===== src/rtl/rfsh_pkg.sv =====
// Package: shared types for the refresh scheduler.
// Assumes: nothing; pure type and constant definitions.
package rfsh_pkg;

    // Selects which device refresh profile drives the interval counter.
    typedef enum logic {
        PROF_64MS = 1'b0,
        PROF_16MS = 1'b1
    } rfsh_prof_e;

    // Shortest interval the timer accepts, in cycles.
    localparam int unsigned MIN_IVL = 2;

endpackage


===== src/rtl/rfsh_interval_timer.sv =====
// Module: rfsh_interval_timer
// Counts down the refresh interval and pulses expire_o once per interval.
// The length is taken from the selected profile or from a raw value.
// It is sampled only when the counter reloads.
// Assumes: SLOW_IVL and FAST_IVL fit in CNT_W bits and are at least 2.
module rfsh_interval_timer
    import rfsh_pkg::*;
#(
    parameter int unsigned CNT_W    = 16,
    parameter int unsigned SLOW_IVL = 1562,
    parameter int unsigned FAST_IVL = 390
) (
    input  logic             clk,
    input  logic             rst_n,
    input  logic             prof_sel_i,
    input  logic             raw_en_i,
    input  logic [CNT_W-1:0] raw_ivl_i,
    output logic             expire_o
);

    localparam logic [CNT_W-1:0] IVL_MIN  = CNT_W'(MIN_IVL);
    localparam logic [CNT_W-1:0] IVL_SLOW = CNT_W'(SLOW_IVL);
    localparam logic [CNT_W-1:0] IVL_FAST = CNT_W'(FAST_IVL);

    logic [CNT_W-1:0] sel_ivl;
    logic [CNT_W-1:0] cnt_q;

    // Picks the interval that applies at the next reload.
    always_comb begin
        if (raw_en_i) begin
            sel_ivl = (raw_ivl_i < IVL_MIN) ? IVL_MIN : raw_ivl_i;
        end else if (prof_sel_i == PROF_16MS) begin
            sel_ivl = IVL_FAST;
        end else begin
            sel_ivl = IVL_SLOW;
        end
    end

    // Counts down and reloads on expiry, whether or not the refresh is granted.
    always_ff @(posedge clk) begin
        if (!rst_n) begin
            cnt_q <= sel_ivl - 1'b1;
        end else if (cnt_q == '0) begin
            cnt_q <= sel_ivl - 1'b1;
        end else begin
            cnt_q <= cnt_q - 1'b1;
        end
    end

    assign expire_o = (cnt_q == '0);

    // the interval is never shorter than two cycles.
    p_expire_gap_r4: assert property (@(posedge clk) disable iff (!rst_n)
        expire_o |=> !expire_o);

endmodule


===== src/rtl/rfsh_pending_tracker.sv =====
// Module: rfsh_pending_tracker
// Keeps the number of owed refreshes, up to PEND_MAX.
// Also keeps a saturating count of expiries that arrive while a refresh is still owed.
// Assumes: take_i is raised only while owed_o is high.
module rfsh_pending_tracker #(
    parameter int unsigned PEND_MAX = 8,
    parameter int unsigned MISS_W   = 8
) (
    input  logic              clk,
    input  logic              rst_n,
    input  logic              expire_i,
    input  logic              take_i,
    output logic              owed_o,
    output logic [MISS_W-1:0] miss_cnt_o
);

    localparam int unsigned     PW   = $clog2(PEND_MAX + 1);
    localparam logic [PW-1:0]   PMAX = PW'(PEND_MAX);

    logic [PW-1:0]     pend_q;
    logic [MISS_W-1:0] miss_q;
    logic              add;

    assign add = expire_i && (pend_q != PMAX);

    // Adds an owed refresh on expiry and removes one when granted.
    always_ff @(posedge clk) begin
        if (!rst_n) begin
            pend_q <= '0;
        end else begin
            case ({add, take_i})
                2'b10:   pend_q <= pend_q + 1'b1;
                2'b01:   pend_q <= pend_q - 1'b1;
                default: pend_q <= pend_q;
            endcase
        end
    end

    // Counts expiries that land while an earlier refresh is still owed.
    always_ff @(posedge clk) begin
        if (!rst_n) begin
            miss_q <= '0;
        end else if (expire_i && (pend_q != '0) && (miss_q != '1)) begin
            miss_q <= miss_q + 1'b1;
        end
    end

    assign owed_o     = (pend_q != '0);
    assign miss_cnt_o = miss_q;

    // the queue never exceeds its depth.
    p_pend_bound_r9: assert property (@(posedge clk) disable iff (!rst_n)
        pend_q <= PMAX);

    // a grant is only taken against an owed refresh.
    p_take_owed_r5: assert property (@(posedge clk) disable iff (!rst_n)
        take_i |-> owed_o);

    // the missed-refresh count never goes down outside reset.
    p_miss_mono_r8: assert property (@(posedge clk) disable iff (!rst_n)
        1'b1 |=> miss_q >= $past(miss_q));

endmodule


===== src/rtl/rfsh_recovery_timer.sv =====
// Module: rfsh_recovery_timer
// Loads the recovery time on a granted refresh and counts it down to zero.
// Reports busy while the count is not zero.
// Assumes: start_i is not raised while busy_o is high.
module rfsh_recovery_timer #(
    parameter int unsigned REC_W = 8
) (
    input  logic             clk,
    input  logic             rst_n,
    input  logic             start_i,
    input  logic [REC_W-1:0] rec_cycles_i,
    output logic             busy_o
);

    logic [REC_W-1:0] cnt_q;
    logic [REC_W-1:0] load_val;

    // A zero recovery time still blocks for one cycle.
    assign load_val = (rec_cycles_i == '0) ? REC_W'(1) : rec_cycles_i;

    // Loads on a grant, then counts down to zero.
    always_ff @(posedge clk) begin
        if (!rst_n) begin
            cnt_q <= '0;
        end else if (start_i) begin
            cnt_q <= load_val;
        end else if (cnt_q != '0) begin
            cnt_q <= cnt_q - 1'b1;
        end
    end

    assign busy_o = (cnt_q != '0);

    // a granted refresh is always followed by a busy cycle.
    p_busy_after_start_r6: assert property (@(posedge clk) disable iff (!rst_n)
        start_i |=> busy_o);

    // no new start while recovery is running.
    p_no_start_busy_r6: assert property (@(posedge clk) disable iff (!rst_n)
        busy_o |-> !start_i);

endmodule


===== src/rtl/rfsh_scheduler.sv =====
// Module: rfsh_scheduler (top)
// Periodic auto-refresh scheduler for an SDRAM controller.
// It requests refreshes, queues those that fall due while others are waiting,
// and times the recovery that follows each granted refresh.
// Assumes: grant_i is high only while req_o is high.
module rfsh_scheduler #(
    parameter int unsigned CLK_KHZ  = 100000,
    parameter int unsigned ROWS     = 4096,
    parameter int unsigned SLOW_MS  = 64,
    parameter int unsigned FAST_MS  = 16,
    parameter int unsigned CNT_W    = 16,
    parameter int unsigned REC_W    = 8,
    parameter int unsigned MISS_W   = 8,
    parameter int unsigned PEND_MAX = 8
) (
    input  logic              clk,
    input  logic              rst_n,
    input  logic              prof_sel_i,
    input  logic              raw_en_i,
    input  logic [CNT_W-1:0]  raw_ivl_i,
    input  logic [REC_W-1:0]  rec_cycles_i,
    input  logic              grant_i,
    output logic              req_o,
    output logic              busy_o,
    output logic [MISS_W-1:0] miss_cnt_o
);

    // Rounded down, so the deadline is never missed.
    localparam int unsigned SLOW_IVL = (SLOW_MS * CLK_KHZ) / ROWS;
    localparam int unsigned FAST_IVL = (FAST_MS * CLK_KHZ) / ROWS;

    logic expire;
    logic owed;
    logic take;

    assign take  = req_o && grant_i;
    assign req_o = owed && !busy_o;

    rfsh_interval_timer #(
        .CNT_W    (CNT_W),
        .SLOW_IVL (SLOW_IVL),
        .FAST_IVL (FAST_IVL)
    ) u_ivl (
        .clk        (clk),
        .rst_n      (rst_n),
        .prof_sel_i (prof_sel_i),
        .raw_en_i   (raw_en_i),
        .raw_ivl_i  (raw_ivl_i),
        .expire_o   (expire)
    );

    rfsh_pending_tracker #(
        .PEND_MAX (PEND_MAX),
        .MISS_W   (MISS_W)
    ) u_pend (
        .clk        (clk),
        .rst_n      (rst_n),
        .expire_i   (expire),
        .take_i     (take),
        .owed_o     (owed),
        .miss_cnt_o (miss_cnt_o)
    );

    rfsh_recovery_timer #(
        .REC_W (REC_W)
    ) u_rec (
        .clk          (clk),
        .rst_n        (rst_n),
        .start_i      (take),
        .rec_cycles_i (rec_cycles_i),
        .busy_o       (busy_o)
    );

    // an ungranted request is held.
    p_req_hold_r5: assert property (@(posedge clk) disable iff (!rst_n)
        (req_o && !grant_i) |=> req_o);

    // a granted request drops in the next cycle.
    p_req_drop_r5: assert property (@(posedge clk) disable iff (!rst_n)
        (req_o && grant_i) |=> !req_o);

endmodule


===== config.mk =====
export PLATFORM = sky130hd
export DESIGN_NAME = rfsh_scheduler
export DESIGN_NICKNAME = d
export VERILOG_FILES = /design/src/rtl/rfsh_pkg.sv /design/src/rtl/rfsh_interval_timer.sv /design/src/rtl/rfsh_pending_tracker.sv /design/src/rtl/rfsh_recovery_timer.sv /design/src/rtl/rfsh_scheduler.sv
export SDC_FILE = /design/constraint.sdc
export NUM_CORES = 1
export LEC_CHECK = 0
export BUFFER_PORTS_ARGS = -buffer_cell sky130_fd_sc_hd__buf_2
export CORE_AREA = 2 2 68 70
export CTS_BUF_LIST = sky130_fd_sc_hd__clkbuf_4
export DETAILED_ROUTE_END_ITERATION = 6
export DIE_AREA = 0 0 70 72
export GPL_ROUTABILITY_DRIVEN = 0
export PLACE_DENSITY = 0.91
export SYNTH_ARGS = -nofsm -noshare
export SYNTH_HDL_FRONTEND = slang
export SYNTH_HIERARCHICAL = 1
export SYNTH_SLANG_ARGS = --single-unit
export TNS_END_PERCENT = 10

===== constraint.sdc =====
create_clock -name clk -period 3.23 [get_ports clk]
set_input_delay 0.4845 -clock clk [delete_from_list [all_inputs] [get_ports clk]]
set_output_delay 0.4845 -clock clk [all_outputs]
set_load 0.1 [all_outputs]

==> impl_metrics.csv <==
group,metric,value,unit
cells_and_area,nets,368,
global_route,grt_pass1_vias,2061,
cells_and_area,area_delta_synth_final,10.6,%
synthesis,synthCells,293,
timing,rsz0062_at_grt,"false",
cts,clock-sinks,36,
setup_path,r2r_slack,450,ps
timing,finClkSkew,9.23,ps
synthesis,synth_edf_count,0,
cells_and_area,final_common_cell,"buf_2",
synthesis,yosys_warnings,6,
detailed_routing,wl_per_cell,13.7,um
synthesis,async_flop_share,0,%
timing,period_share,86.1,%
min_path,hold_start,"rec_cycles_i[6]",
cts,insertion_delay,340,ps
setup_path,r2r-start,"u_rec/cnt_q[0]",
synthesis,syn_nets,331,
cts,post-cts-setup-buffers,0,
timing,slew_headroom,49.3,%
detailed_routing,viasPerCell,5.91,
timing,hold_viol,0,
power,power_density,526,nW/um^2
synthesis,netlist_area,2490,um^2
timing,setup_violations,0,
global_route,grt_pass1_wl,8780,um
synthesis,seq_area_frac_synth,28.9,%
cts,cts-htree-levels,2,
setup_path,critPathMaxStageDelay,460,ps
cts,cts_made_buffers,5,
setup_path,cp-start-kind,"register",
timing,max_freq,0.360,GHz
detailed_routing,ant_nets,0,
setup_path,worst_setup_path_end_kind,"register",
min_path,hold_class,"in2reg",
global_route,grt_max_degree,28,
cts,ctsHoldBuffers,0,
detailed_routing,dr.pass1.iters,4,
timing,period_needed,2780,ps
setup_path,cp.arrival,3060,ps
cts,clk_pin_slew_worst_paths,110,ps
place,dp_hpwl,4000,um
timing,final-max-slew-violation-count,0,
global_route,grt_util_all_layers,21.0,%
cells_and_area,drive_gt1_share,20.0,%
setup_path,critPathLaunch,"u_rec/cnt_q[0]",
cells_and_area,nFillCells,350,
timing,finalSetupTns,0,ps
die,die_h,72,um
cts,cts_root_buf,"clkbuf_4",
place,numPortBuffers,38,
setup_path,crit_type,"reg2reg",
die,io-pin-count,39,
setup_path,cp_common_cell,"ha_1",
global_route,overflow,0,
cts,post_cts_resized,0,
global_route,antenna_found_initial,0,
synthesis,syn_avg_cell_area,8.50,um^2
synthesis,ys_types,62,
setup_path,path_cells,"inv_1 > ha_1 > nor3b_1 > nand2_2 > and3b_1 > ha_1 > xor2_1 > ha_1 > a21oi_1 > xor2_1 > or3_1 > a21boi_0",
detailed_routing,drc_errors,0,
status,status,"complete, no violations",
run,maxCapViolCount,0,
synthesis,yosys_register_bits,36,
detailed_routing,routed_wl,5240,um
cts,cts.path.max_buffers,2,
setup_path,cp_max_fo,5,
setup_path,cp_slowest_cell,"nor3b_1",
detailed_routing,drt_iter0_drc,130,
power,power,1.45,mW
die,coreArea,4260,um^2
power,p_leak,1.13,nW
die,die_w,70,um
power,vdd.ir_drop.worst,0.000336,V
die,core.rowCount,24,
detailed_routing,num_vias,2258,
timing,tightest_slew,759,ps
synthesis,synth_flop_cell,"dfxtp_1",
die,die_area,5040,um^2
die,start_util,58.4,%
cells_and_area,layout_common_cells,"buf_2 (38), dfxtp_1 (36), nand2_1 (27)",
cells_and_area,insertedDiodeCount,0,
setup_path,required,3510,ps
cts,cts_tree,"done",
metal layers:
| metal | GRT usage (%) | share of wire [%] | vias to the layer above |
|---|---|---|---|
| met5 | 0 | 0 | - |
| met4 | 6.62 | 0.82 | 0 |
| met3 | 3.75 | 5.0 | 9 |
| met2 | 37.4 | 51 | 67 |
| met1 | 25.9 | 43 | 1050 |
| li1 | - | - | 1132 |
path summary, 6_finish.rpt:
| path | to | depth (start not counted) |
|---|---|---|
| setup reg to reg | u_pend/pend_q[2] | 12 |
| hold / removal | u_rec/cnt_q[6] | 3 |
| hold reg to reg | u_ivl/cnt_q[0] | 1 |
| setup / recovery | u_pend/pend_q[2] | 12 |
critical path, delay by kind of cell, from the launching register on:
kind	cells	cell delay, ps
adders and majority gates	3	590
DFF	1	350
buffers and inverters	1	120
xor gates and xnor gates	2	330
AOI/OAI and AO/OA	2	210
and+or+nand+nor	4	1130
Yosys cell counts, drive strengths merged (6+ instances only):
library cell	n	area [um^2]
ha	9	113
nor2	22	85.1
nor2b	7	43.8
inv	8	30.0
nand4	6	37.5
xnor2	21	184
nand3	13	65.1
nand2b	8	50.1
nor3	14	70.1
o21ai	12	63.8
nand2	28	108
xor2	11	96.3
nor3b	7	57.6
buf	6	47.5
nor4	7	80.1
a21oi	14	70.1
dfxtp	36	721
stage by stage:
stage,util (%),instance area [um^2],instances,hold WS (ps),worst slack [ps]
floorplan,-,2490,293,446,119
finish,64.6,2750,382,369,449
global route,64.6,2750,382,372,124
global placement,63.4,2700,375,466,483
detailed placement,63.4,2700,375,480,383
CTS,64.6,2750,382,353,426
state kept, by name, indices dropped and copies added (netlist names):
name / count
u_ivl/cnt_q: 16
u_pend/miss_cnt_o: 8
u_pend/pend_q: 4
u_rec/cnt_q: 8
cells by family after synthesis:
group	Yosys count	synth area share (%)
multiplexers	10	4.57
AND/OR/NAND/NOR	132	30.2
flip-flops	36	28.9
buffers and inverters	19	3.87
AO/OA/AOI/OAI	55	16.6
adder cells (fa/ha/maj)	9	4.52
XOR/XNOR	32	11.3
area by class of cell:
| type | instances | area [um^2] | area share (%) |
|---|---|---|---|
| tap | 52 | 65.1 | 2.36 |
| clock buffer | 6 | 45.0 | 1.64 |
| inverter | 8 | 30.0 | 1.09 |
| clock inverter | 1 | 5.00 | 0.182 |
| multi-input combinational | 238 | 1680 | 60.8 |
| timing repair buffer | 41 | 213 | 7.72 |
| sequential | 36 | 721 | 26.2 |
where the power goes:
part	switching, mW	internal [mW]	leakage (nW)
clock	0.145	0.0886	0.0315
sequential	0.0833	0.516	0.297
combinational	0.340	0.275	0.800
(Power assumes the default switching activity.)
